## config.mk

```make
export PLATFORM = sky130hd
export DESIGN_NAME = pfw_monitor
export DESIGN_NICKNAME = d
export VERILOG_FILES = /design/src/rtl/pfw_pkg.sv /design/src/rtl/pfw_sync.sv /design/src/rtl/pfw_ctrl_reg.sv /design/src/rtl/pfw_supply_ctl.sv /design/src/rtl/pfw_monitor.sv
export SDC_FILE = /design/constraint.sdc
export NUM_CORES = 1
export LEC_CHECK = 0
export BUFFER_PORTS_ARGS = -buffer_cell sky130_fd_sc_hd__buf_2
export CORE_AREA = 5 5 42 44
export DETAILED_ROUTE_END_ITERATION = 12
export DIE_AREA = 0 0 47 49
export GPL_TIMING_DRIVEN = 1
export PLACE_DENSITY = 0.78
export SETUP_SLACK_MARGIN = 0.4
export SYNTH_ARGS = -nofsm -noshare
export SYNTH_HDL_FRONTEND = slang
export SYNTH_SLANG_ARGS = --single-unit
```

## constraint.sdc

```tcl
create_clock -name clk -period 0.9 [get_ports clk]
set_clock_uncertainty 0.2 [all_clocks]
set_input_delay 0.135 -clock clk [delete_from_list [all_inputs] [get_ports clk]]
set_output_delay 0.135 -clock clk [all_outputs]
set_load 0.005 [all_outputs]
```

## src/rtl/pfw_pkg.sv

```systemverilog
package pfw_pkg;
  localparam int REG_W    = 8;
  localparam int FLAG_BIT = 5;
  localparam int EN_BIT   = 3;
  localparam logic [REG_W-1:0] EN_MASK = REG_W'(1) << EN_BIT;
  localparam int CMP_W    = 3;

  typedef struct packed {
    logic warn;
    logic vmin;
    logic batt;
  } supply_t;
endpackage

```

## src/rtl/pfw_sync.sv

```systemverilog
module pfw_sync #(
  parameter int W      = 3,
  parameter int STAGES = 2
) (
  input  logic         clk,
  input  logic         rst,
  input  logic [W-1:0] d_in,
  output logic [W-1:0] d_out
);
  for (genvar s = 0; s < STAGES; s++) begin : g_st
    logic [W-1:0] q;
    if (s == 0) begin : g_first
      always_ff @(posedge clk) begin
        if (rst) q <= '0;
        else     q <= d_in;
      end
    end else begin : g_next
      always_ff @(posedge clk) begin
        if (rst) q <= '0;
        else     q <= g_st[s-1].q;
      end
    end
  end

  assign d_out = g_st[STAGES-1].q;
endmodule

```

## src/rtl/pfw_ctrl_reg.sv

```systemverilog
module pfw_ctrl_reg
  import pfw_pkg::*;
(
  input  logic             clk,
  input  logic             rst,
  input  logic             warn_s,
  input  logic             wr_en,
  input  logic             rd_en,
  input  logic [REG_W-1:0] wdata,
  output logic [REG_W-1:0] rdata,
  output logic             irq
);
  logic             flag_q, en_q, irq_q;
  logic             flag_d, en_d;
  logic [REG_W-1:0] image, rdata_q;

  // set has priority over the read-clear
  always_comb begin
    flag_d = warn_s | (flag_q & ~rd_en);
    en_d   = wr_en ? |(wdata & EN_MASK) : en_q;
    image  = '0;
    image[FLAG_BIT] = flag_q;
    image[EN_BIT]   = en_q;
  end

  always_ff @(posedge clk) begin
    if (rst) begin
      flag_q  <= 1'b0;
      en_q    <= 1'b0;
      irq_q   <= 1'b0;
      rdata_q <= '0;
    end else begin
      flag_q  <= flag_d;
      en_q    <= en_d;
      irq_q   <= flag_d & en_d;
      if (rd_en) rdata_q <= image;
    end
  end

  assign rdata = rdata_q;
  assign irq   = irq_q;

  assert_flag_set_R2: assert property (@(posedge clk) disable iff (rst)
    warn_s |=> flag_q);
  assert_flag_sticky_R3: assert property (@(posedge clk) disable iff (rst)
    (flag_q && !rd_en) |=> flag_q);
  assert_read_clear_R4: assert property (@(posedge clk) disable iff (rst)
    (rd_en && !warn_s) |=> !flag_q);
  assert_read_image_R4: assert property (@(posedge clk) disable iff (rst)
    rd_en |=> (rdata[FLAG_BIT] == $past(flag_q) && rdata[EN_BIT] == $past(en_q)));
  assert_set_wins_R5: assert property (@(posedge clk) disable iff (rst)
    (rd_en && warn_s) |=> flag_q);
  assert_irq_gate_R7: assert property (@(posedge clk) disable iff (rst)
    irq == (flag_q & en_q));
endmodule

```

## src/rtl/pfw_supply_ctl.sv

```systemverilog
module pfw_supply_ctl (
  input  logic clk,
  input  logic rst,
  input  logic vmin_s,
  input  logic batt_s,
  output logic retain,
  output logic batt_sel
);
  logic retain_q, batt_q;

  always_ff @(posedge clk) begin
    if (rst) begin
      retain_q <= 1'b0;
      batt_q   <= 1'b0;
    end else begin
      retain_q <= vmin_s;
      batt_q   <= vmin_s & batt_s;
    end
  end

  assign retain   = retain_q;
  assign batt_sel = batt_q;

  assert_retain_on_R8: assert property (@(posedge clk) disable iff (rst)
    vmin_s |=> retain);
  assert_retain_off_R8: assert property (@(posedge clk) disable iff (rst)
    !vmin_s |=> !retain);
  assert_batt_needs_retain_R9: assert property (@(posedge clk) disable iff (rst)
    batt_sel |-> retain);
endmodule

```

## src/rtl/pfw_monitor.sv

```systemverilog
module pfw_monitor
  import pfw_pkg::*;
#(
  parameter int SYNC_STAGES = 2
) (
  input  logic             clk,
  input  logic             rst,
  input  logic             cmp_warn_raw,
  input  logic             cmp_min_raw,
  input  logic             cmp_batt_raw,
  input  logic             reg_wr,
  input  logic             reg_rd,
  input  logic [REG_W-1:0] reg_wdata,
  output logic [REG_W-1:0] reg_rdata,
  output logic             warn_irq,
  output logic             retain_en,
  output logic             batt_sel
);
  supply_t raw, synced;

  assign raw = '{warn: cmp_warn_raw, vmin: cmp_min_raw, batt: cmp_batt_raw};

  pfw_sync #(.W(CMP_W), .STAGES(SYNC_STAGES)) u_sync (
    .clk   (clk),
    .rst   (rst),
    .d_in  (raw),
    .d_out (synced)
  );

  pfw_ctrl_reg u_reg (
    .clk    (clk),
    .rst    (rst),
    .warn_s (synced.warn),
    .wr_en  (reg_wr),
    .rd_en  (reg_rd),
    .wdata  (reg_wdata),
    .rdata  (reg_rdata),
    .irq    (warn_irq)
  );

  pfw_supply_ctl u_supply (
    .clk      (clk),
    .rst      (rst),
    .vmin_s   (synced.vmin),
    .batt_s   (synced.batt),
    .retain   (retain_en),
    .batt_sel (batt_sel)
  );

  assert_reset_quiet_R1: assert property (@(posedge clk)
    $past(rst) |-> (!warn_irq && !retain_en && !batt_sel && reg_rdata == '0));
endmodule

```

==> results of run 1 <==
## registers in the layout (all words and copies together), names as in the netlist
signal             count
u_reg.irq              1
u_reg.en_q             1
u_sync.d_out           3
u_supply.batt_sel      1
u_reg.flag_q           1
u_supply.retain        1
u_reg.rdata            2
u_sync.g_st.q          3
## cell usage after synthesis
| cell type | n | area, sq um |
|---|---|---|
| a211oi_2 | 1 | 12.5 |
| a21oi_1 | 1 | 5.00 |
| and2_1 | 1 | 6.26 |
| buf_2 | 1 | 5.00 |
| buf_4 | 6 | 45.0 |
| conb_1 | 1 | 3.75 |
| dfxtp_1 | 13 | 260 |
| inv_1 | 1 | 3.75 |
| mux2i_1 | 3 | 30.0 |
| nand2b_4 | 1 | 13.8 |
| nor2_1 | 3 | 11.3 |
| nor2b_1 | 7 | 43.8 |
## metrics by stage
step	setup slack, ns	utilization [%]	hold WS (ns)
4_1_cts	-0.150	40.3	-0.142
5_1_grt	-0.165	40.8	-0.129
3_3_place_gp	0.0224	35.9	0.141
3_5_place_dp	0.00458	35.9	0.149
2_1_floorplan	0.0606	-	0.00661
6_report	-0.139	40.8	-0.138
## final cells by class
type,instances,area share [%]
Inverter,1,0.656
Timing Repair Buffer,13,14.7
Clock buffer,4,4.60
Tap cell,16,3.50
Sequential cell,13,47.3
Multi-Input combinational cell,23,29.3
## layer usage
| layer | up-vias | part of all wire (%) | track usage (%) |
|---|---|---|---|
| li1 | 139 | - | - |
| met1 | 122 | 40 | 7.37 |
| met2 | 9 | 52 | 10.4 |
| met3 | 0 | 8.0 | 2.21 |
| met4 | 0 | 0 | 2.76 |
| met5 | - | 0 | 0 |
## kinds of logic after synthesis
logic type / Yosys count / synth area share (%)
DFF: 13 / 59.1
and+or+nand+nor: 12 / 17.0
buffers and inverters: 8 / 12.2
muxes: 3 / 6.82
AOI/OAI and AO/OA: 2 / 3.98
other: 1 / 0.851
## final timing paths
kind,from,end,slack [ns],cells after the start
worst max-delay path,u_reg.rdata[5],reg_rdata[5],-0.14,1
worst min-delay path,rst,u_reg.flag_q,-0.14,2
worst min register to register,u_sync.g_st[0].q[0],u_sync.d_out[0],0.24,1
worst max register to register,u_reg.en_q,u_reg.en_q,0,2
## worst register-to-register path: cells and delay by family, from the launching register on
| kind | cells | cell delay [ns] |
|---|---|---|
| multiplexers | 1 | 0.20 |
| flip-flops | 1 | 0.33 |
| AND/OR/NAND/NOR | 1 | 0.06 |
## what timing repair did
item / 4_1_cts / 5_1_grt
endpoints found under the setup margin: 17 / 15
gates resized for setup: 10 / 3
pin swaps: 2 / 1
setup buffers: 0 / 0
endpoints found under the hold margin: 13 / 11
## power by group through the flow
| stage | clock, mW | combinational, mW | sequential, mW |
|---|---|---|---|
| floorplan | 0 | 0.0603 | 0.617 |
| global placement | 0 | 0.0640 | 0.617 |
| detailed placement | 0 | 0.0656 | 0.618 |
| CTS | 0.353 | 0.0809 | 0.607 |
| global route | 0.379 | 0.0905 | 0.609 |
| finish | 0.341 | 0.0814 | 0.607 |
==> reports/qor.csv, run 1 <==
stage,metric,value,unit
sta,rsz0062_at_grt,yes,
worst_setup_path,path_class,register to output port,
worst_setup_path,worstPathRequired,0.56,ns
layout,synthToLayoutAreaGrowth,29.8,%
worst_setup_path,max_stage_delay,0.32,ns
worst_setup_path,arrival,0.70,ns
layout,regArea,270,sq um
route,viasPerCell,3.86,
clock_tree,htree_levels,1,
route,avgRoutedWirePerCell,10.0,microns
placement,gp_congestion,0.624,
pwr,combPwrFrac,7.9,%
layout,layout-drive-gt1-share,57.4,%
clock_tree,clock_sinks,13,
sta,hold_viol,12,
die,die-area,2300,sq um
die,fp.coreArea,1400,sq um
die,die_h,49,microns
placement,numPortBuffers,12,
pwr,intPower,0.814,mW
layout,fill_cells,149,
placement,dpl.hpwl,522,microns
clock_tree,cts_made_buffers,3,
worst_setup_path,worst_path_max_delay_cell,dfxtp_2,
clock_tree,clk_latency,0.26,ns
pwr,netSwitchingPower,0.215,mW
pwr,p_clk_share,33.1,%
layout,final_cell_area,572,sq um
logic_synthesis,synthesis.area,440,sq um
route,drt_iter0_drc,4,
global_route,grtUsageTotal,6.44,%
pwr,seqPwrFrac,59.0,%
placement,dp_cells,66,
layout,multi_input_area,168,sq um
clock_tree,clk_path_buf_depth,2,
clock_tree,tritoncts,done,
worst_setup_path,worst_setup_path_start_kind,register,
global_route,grt_pass1_vias,261,
logic_synthesis,synthDistinctLibCells,12,
global_route,grt_overflow_total,0,
worst_setup_path,path_max_fanout,2,
sta,setup_viol,6,
hold_path,hp-class,input port to register,
placement,placed_area,503,sq um
run_status,status,finished with violations,
job,max_cap_viol_count,0,
die,io_pins,26,
layout,final_common_cell,buf_2,
sta,setup_ws,-0.139,ns
route,ant_nets,0,
sta,fmax,962,MHz
pwr,p_sw_share,20.9,%
global_route,grt_max_degree,10,
route,num_vias,270,
clock_tree,clkTransAtPathRegs,0.08,ns
pwr,power_leakage,0.261,nW
run_status,violations,"negative hold slack, negative setup slack",
die,fp-row-count,14,
sta,fin_crit,1.04,ns
route,wirelength,700,microns
route,route.detailed.drc,0,
worst_setup_path,cp_top_family,flip-flops,
logic_synthesis,yosys_warnings,0,
pwr,p_total,1.03,mW
global_route,grt_pass1_wl,1090,microns
layout,antenna_cells,0,
clock_tree,cts-root-buf,clkbuf_4,
sta,period_share,115,%
sta,hold_slack,-0.138,ns
die,die_w,47,microns
pwr,power-per-cell-area,1800,nW/um^2
logic_synthesis,synthCells,39,
logic_synthesis,synth.avg_cell_area,11.3,sq um
sta,finalSetupTns,-0.623,ns
layout,nets,70,
logic_synthesis,synth_seq_cells,13,
worst_setup_path,cp-end-kind,output port,
layout,final_cells,70,
global_route,antenna_found_initial,0,
sta,slew_viol_final,0,
route,first_pass_iters,2,
pwr,vdd_drop_max,0.889,mV
worst_setup_path,path_buf_inv,1,
layout,layout_common_cells,"buf_2, dfxtp_2, conb_1, nor2b_1, dfxtp_1",
die,initial_core_util,31.4,%
logic_synthesis,yosysSeqAreaShare,59.1,%
worst_setup_path,path_cells,buf_2,
No activity file was read; power rests on OpenSTA's default activity.
==> run 2, diff against run 1 <==
CELL_PAD_IN_SITES_DETAIL_PLACEMENT = 1   (was not set)
CELL_PAD_IN_SITES_GLOBAL_PLACEMENT = 1   (was not set)
CORE_AREA = not set   (was 5 5 42 44)
CORE_MARGIN = 5   (was not set)
CORE_UTILIZATION = 30   (was not set)
DIE_AREA = not set   (was 0 0 47 49)
GPL_ROUTABILITY_DRIVEN = 0   (was not set)
PLACE_DENSITY = 0.88   (was 0.78)
clock period = 1.2 ns   (was 0.9 ns; I/O delays follow)
==> reports/qor.csv, run 2 (same netlist as run 1, synthesis figures left out) <==
stage,metric,value,unit,change
run_status,violations,negative hold slack,,
layout,antenna_cells,0,,unchanged
die,die-area,2330,sq um,+1.4%
layout,final_common_cell,buf_2,,
clock_tree,clkTransAtPathRegs,0.07,ns,about the same
layout,nets,70,,unchanged
sta,fmax,926,MHz,
layout,final_cells,69,,-1.4%
route,first_pass_iters,1,,-1
die,die_h,48.3,microns,-1.4%
pwr,p_sw_share,20.7,%,-0.17 points
worst_setup_path,timing.rr.end,u_reg.en_q,,
pwr,intPower,0.605,mW,-26%
clock_tree,cts_made_buffers,3,,unchanged
pwr,power-per-cell-area,1380,nW/um^2,-23%
layout,layout_common_cells,"buf_2, dfxtp_2, nor2b_1, conb_1, dfxtp_1",,
global_route,grtUsageTotal,7.32,%,+0.88 points
global_route,grt_pass1_vias,329,,+26%
route,num_vias,276,,+2.2%
worst_setup_path,worst_setup_path_start_kind,register,,
job,max_cap_viol_count,0,,unchanged
layout,layout-drive-gt1-share,55.6,%,-1.9 points
worst_setup_path,path_cells,buf_2,,
sta,fin_crit,1.08,ns,
pwr,p_clk_share,33.2,%,about the same
worst_setup_path,rrSetupSlack,0.31,ns,+0.31 ns
placement,dp_cells,64,,-3.0%
worst_setup_path,path_max_fanout,2,,unchanged
worst_setup_path,path_class,register to output port,,
global_route,grt_pass1_wl,1320,microns,+21%
worst_setup_path,arrival,0.70,ns,about the same
global_route,antenna_found_initial,0,,unchanged
hold_path,hold_depth,2,,unchanged
die,fp-row-count,13,,-1
clock_tree,clock_sinks,13,,unchanged
placement,place_ws,0.244,ns,+0.240 ns
worst_setup_path,worstPathRequired,0.82,ns,+0.26 ns
die,initial_core_util,32.6,%,+1.2 points
worst_setup_path,max_stage_delay,0.32,ns,about the same
worst_setup_path,r2r-start,u_reg.en_q,,
worst_setup_path,cp_top_family,flip-flops,,
die,io_pins,26,,unchanged
pwr,seqPwrFrac,59.6,%,+0.6 points
global_route,grt_overflow_total,0,,unchanged
clock_tree,tritoncts,done,,
sta,finalSetupTns,0,ns,+0.623 ns
pwr,power_leakage,0.256,nW,-1.6%
hold_path,hp-class,input port to register,,
clock_tree,clk_latency,0.26,ns,about the same
sta,setup_ws,0.120,ns,+0.259 ns
sta,hold_slack,-0.0714,ns,+0.0667 ns
route,ant_nets,0,,unchanged
die,die_w,48.3,microns,+2.8%
worst_setup_path,r2r_cells,2,,unchanged
hold_path,hold_end,u_sync.g_st[0].q[0],,
run_status,status,finished with violations,,
layout,synthToLayoutAreaGrowth,25.3,%,
route,route.detailed.drc,0,,unchanged
sta,period_share,90.0,%,
sta,slew_viol_final,0,,unchanged
placement,numPortBuffers,12,,unchanged
clock_tree,clk_path_buf_depth,2,,unchanged
route,drt_iter0_drc,0,,-4
pwr,vdd_drop_max,0.511,mV,-43%
global_route,grt_max_degree,13,,+3
clock_tree,htree_levels,1,,unchanged
worst_setup_path,path_buf_inv,1,,unchanged
route,viasPerCell,4.00,,+3.7%
route,avgRoutedWirePerCell,10.8,microns,+8.4%
hold_path,min_from,cmp_batt_raw,,
clock_tree,cts-root-buf,clkbuf_4,,
sta,hold_viol,4,,-8
sta,rsz0062_at_grt,yes,,
route,wirelength,748,microns,+6.9%
worst_setup_path,worst_path_max_delay_cell,dfxtp_2,,
pwr,combPwrFrac,7.2,%,-0.7 points
pwr,netSwitchingPower,0.158,mW,-26%
sta,setup_viol,0,,-6
worst_setup_path,cp-end-kind,output port,,
die,fp.coreArea,1350,sq um,-3.7%
## run 2: power groups by stage
stage	clock (mW)	sequential [mW]	combinational, mW
global route	0.298	0.458	0.0615
global placement	0	0.462	0.0460
detailed placement	0	0.463	0.0472
CTS	0.272	0.454	0.0536
floorplan	0	0.462	0.0418
finish	0.254	0.455	0.0548
## run 2: final cells by class
class / count / area [sq um]
sequential: 13 / 269
timing repair buffer: 13 / 71.3
tap: 15 / 18.8
multi-input combinational: 23 / 163
clock buffer: 4 / 26.3
fill: 168 / 798
inverter: 1 / 3.75
## run 2: worst max path at each step
stage,start,endpoint,slack (ns),depth (start not counted)
after floorplan,u_reg.flag_q,u_reg.irq,0.36,2
after global placement,rst,u_supply.batt_sel,0.27,3
after detailed placement,rst,u_supply.batt_sel,0.24,3
after CTS,u_reg.rdata[5],reg_rdata[5],0.10,1
after global routing,u_reg.rdata[3],reg_rdata[3],0.07,1
final,u_reg.rdata[5],reg_rdata[5],0.12,1
## run 2: routing by layer
metal	GRT usage (%)	vias to the layer above	part of all wire (%)
met5	0	-	0
met4	2.76	0	0
met3	5.50	0	10
met2	11.7	14	49
met1	7.06	122	40
li1	-	140	-
## run 2: through the flow
step / power (mW) / area, sq um / utilization [%]
after global routing: 0.817 / 552 / 40.9
after floorplan: 0.504 / 460 / -
after CTS: 0.780 / 542 / 40.1
final: 0.764 / 552 / 40.9
after detailed placement: 0.511 / 489 / 36.2
after global placement: 0.508 / 489 / 36.2
## run 2: repair_timing
item                                    CTS  global route
gates cloned                              0             0
setup buffers                             1             0
gates resized for setup                   7             6
endpoints found under the setup margin   11            12
pin swaps                                 3             2
endpoints found under the hold margin     4             4
==> run 3, diff against run 2 <==
PLACE_DENSITY = not set   (was 0.88)
PLACE_DENSITY_LB_ADDON = 0.1   (was not set)
clock period = 1.3 ns   (was 1.2 ns; I/O delays follow)
==> reports/qor.csv, run 3 (same netlist as run 1, synthesis figures left out) <==
stage,metric,value,unit,change
clock_tree,cts_made_buffers,3,,unchanged
global_route,antenna_found_initial,0,,unchanged
layout,nets,69,,-1.4%
sta,rsz0062_at_grt,yes,,
pwr,p_clk_share,34.4,%,+1.2 points
pwr,seqPwrFrac,58.5,%,-1.1 points
route,wirelength,794,microns,+6.1%
worst_setup_path,path_buf_inv,1,,unchanged
worst_setup_path,worst_setup_path_start_kind,register,,
clock_tree,clk_latency,0.27,ns,about the same
sta,period_share,84.5,%,
clock_tree,htree_levels,1,,unchanged
clock_tree,tritoncts,done,,
layout,fill_cells,166,,-1.2%
layout,final_cell_area,538,sq um,-2.5%
global_route,grt_pass1_vias,305,,-7.3%
pwr,power-per-cell-area,1330,nW/um^2,-3.6%
die,fp.coreArea,1350,sq um,unchanged
pwr,power_leakage,0.249,nW,-2.8%
sta,setup_viol,0,,unchanged
die,die_h,48.3,microns,unchanged
run_status,status,finished with violations,,
placement,dp_cells,64,,unchanged
route,first_pass_iters,1,,unchanged
route,avgRoutedWirePerCell,11.7,microns,+7.7%
clock_tree,cts-root-buf,clkbuf_4,,
pwr,combPwrFrac,7.2,%,about the same
clock_tree,clk_path_buf_depth,2,,unchanged
layout,layout_common_cells,"buf_2, dfxtp_1, nor2b_1, conb_1, dfxtp_2",,
worst_setup_path,arrival,0.70,ns,about the same
global_route,grt_overflow_total,0,,unchanged
global_route,grt_pass1_wl,1320,microns,unchanged
clock_tree,clock_sinks,13,,unchanged
placement,numPortBuffers,12,,unchanged
worst_setup_path,path_max_fanout,2,,unchanged
layout,synthToLayoutAreaGrowth,22.2,%,
sta,slew_viol_final,0,,unchanged
pwr,p_total,0.717,mW,-6.0%
placement,placed_area,488,sq um,-0.26%
worst_setup_path,path_cells,buf_6,,
route,route.detailed.drc,0,,unchanged
pwr,intPower,0.559,mW,-7.7%
pwr,vdd_drop_max,0.430,mV,-16%
run_status,violations,negative hold slack,,
sta,fin_crit,1.10,ns,
worst_setup_path,cp-end-kind,output port,,
worst_setup_path,worst_path_max_delay_cell,dfxtp_2,,
route,ant_nets,0,,unchanged
route,viasPerCell,4.06,,+1.5%
worst_setup_path,worstPathRequired,0.90,ns,+0.08 ns
route,drt_iter0_drc,0,,unchanged
die,fp-row-count,13,,unchanged
sta,hold_viol,3,,-1
die,io_pins,26,,unchanged
layout,multi_input_area,158,sq um,-3.1%
sta,fmax,910,MHz,
die,die-area,2330,sq um,unchanged
pwr,netSwitchingPower,0.159,mW,+0.38%
global_route,grtUsageTotal,7.38,%,+0.058 points
clock_tree,clkTransAtPathRegs,0.08,ns,about the same
job,max_cap_viol_count,0,,unchanged
die,initial_core_util,32.6,%,unchanged
layout,layout-drive-gt1-share,41.5,%,-14 points
die,die_w,48.3,microns,unchanged
pwr,p_sw_share,22.2,%,+1.4 points
layout,regArea,265,sq um,-1.4%
sta,hold_slack,-0.0633,ns,+0.00806 ns
global_route,grt_max_degree,13,,unchanged
layout,final_common_cell,buf_2,,
route,num_vias,276,,unchanged
layout,antenna_cells,0,,unchanged
layout,final_cells,68,,-1.4%
hold_path,hp-class,input port to register,,
sta,finalSetupTns,0,ns,unchanged
worst_setup_path,max_stage_delay,0.33,ns,about the same
worst_setup_path,path_class,register to output port,,
worst_setup_path,cp_top_family,flip-flops,,
run 3: area by class of cell:
type / count / area share (%)
Sequential cell: 13 / 49.3
Multi-Input combinational cell: 23 / 29.3
Timing Repair Buffer: 12 / 12.3
Clock buffer: 4 / 4.88
Tap cell: 15 / 3.49
Inverter: 1 / 0.698
run 3: final timing paths:
check / start / end / slack [ns] / depth (start not counted)
worst max-delay path: u_reg.rdata[3] / reg_rdata[3] / 0.20 / 1
worst min-delay path: cmp_batt_raw / u_sync.g_st[0].q[0] / -0.06 / 2
worst max register to register: u_reg.en_q / u_reg.irq / 0.42 / 2
worst min register to register: u_sync.g_st[0].q[0] / u_sync.d_out[0] / 0.24 / 1
run 3: timing repair:
action,in CTS,in global routing
hold endpoints to repair,4,3
gates cloned,0,0
endpoints found under the setup margin,7,8
resized for setup,6,1
pin swaps,1,2
setup buffers,0,0
run 3: power groups by stage:
stage               Clock [mW]  Sequential [mW]  Combinational [mW]
finish                   0.247            0.419              0.0514
global route             0.269            0.422              0.0576
CTS                      0.255            0.419              0.0475
detailed placement           0            0.427              0.0443
global placement             0            0.426              0.0422
floorplan                    0            0.426              0.0386
run 3: through the flow:
| stage | hold slack (ns) | setup WS, ns | utilization (%) |
|---|---|---|---|
| floorplan | 0.0666 | 0.433 | - |
| global placement | 0.203 | 0.349 | 36.1 |
| detailed placement | 0.215 | 0.307 | 36.1 |
| CTS | -0.0713 | 0.189 | 39.2 |
| global route | -0.0434 | 0.173 | 39.9 |
| finish | -0.0633 | 0.201 | 39.9 |
run 3: routing by layer:
layer  track usage (%)  routed length (microns)  up-vias
li1                  -                        -      135
met1              7.42                      304      126
met2              12.2                      427       13
met3             0.917                       42        2
met4              8.29                       19        0
met5                 0                        0        -
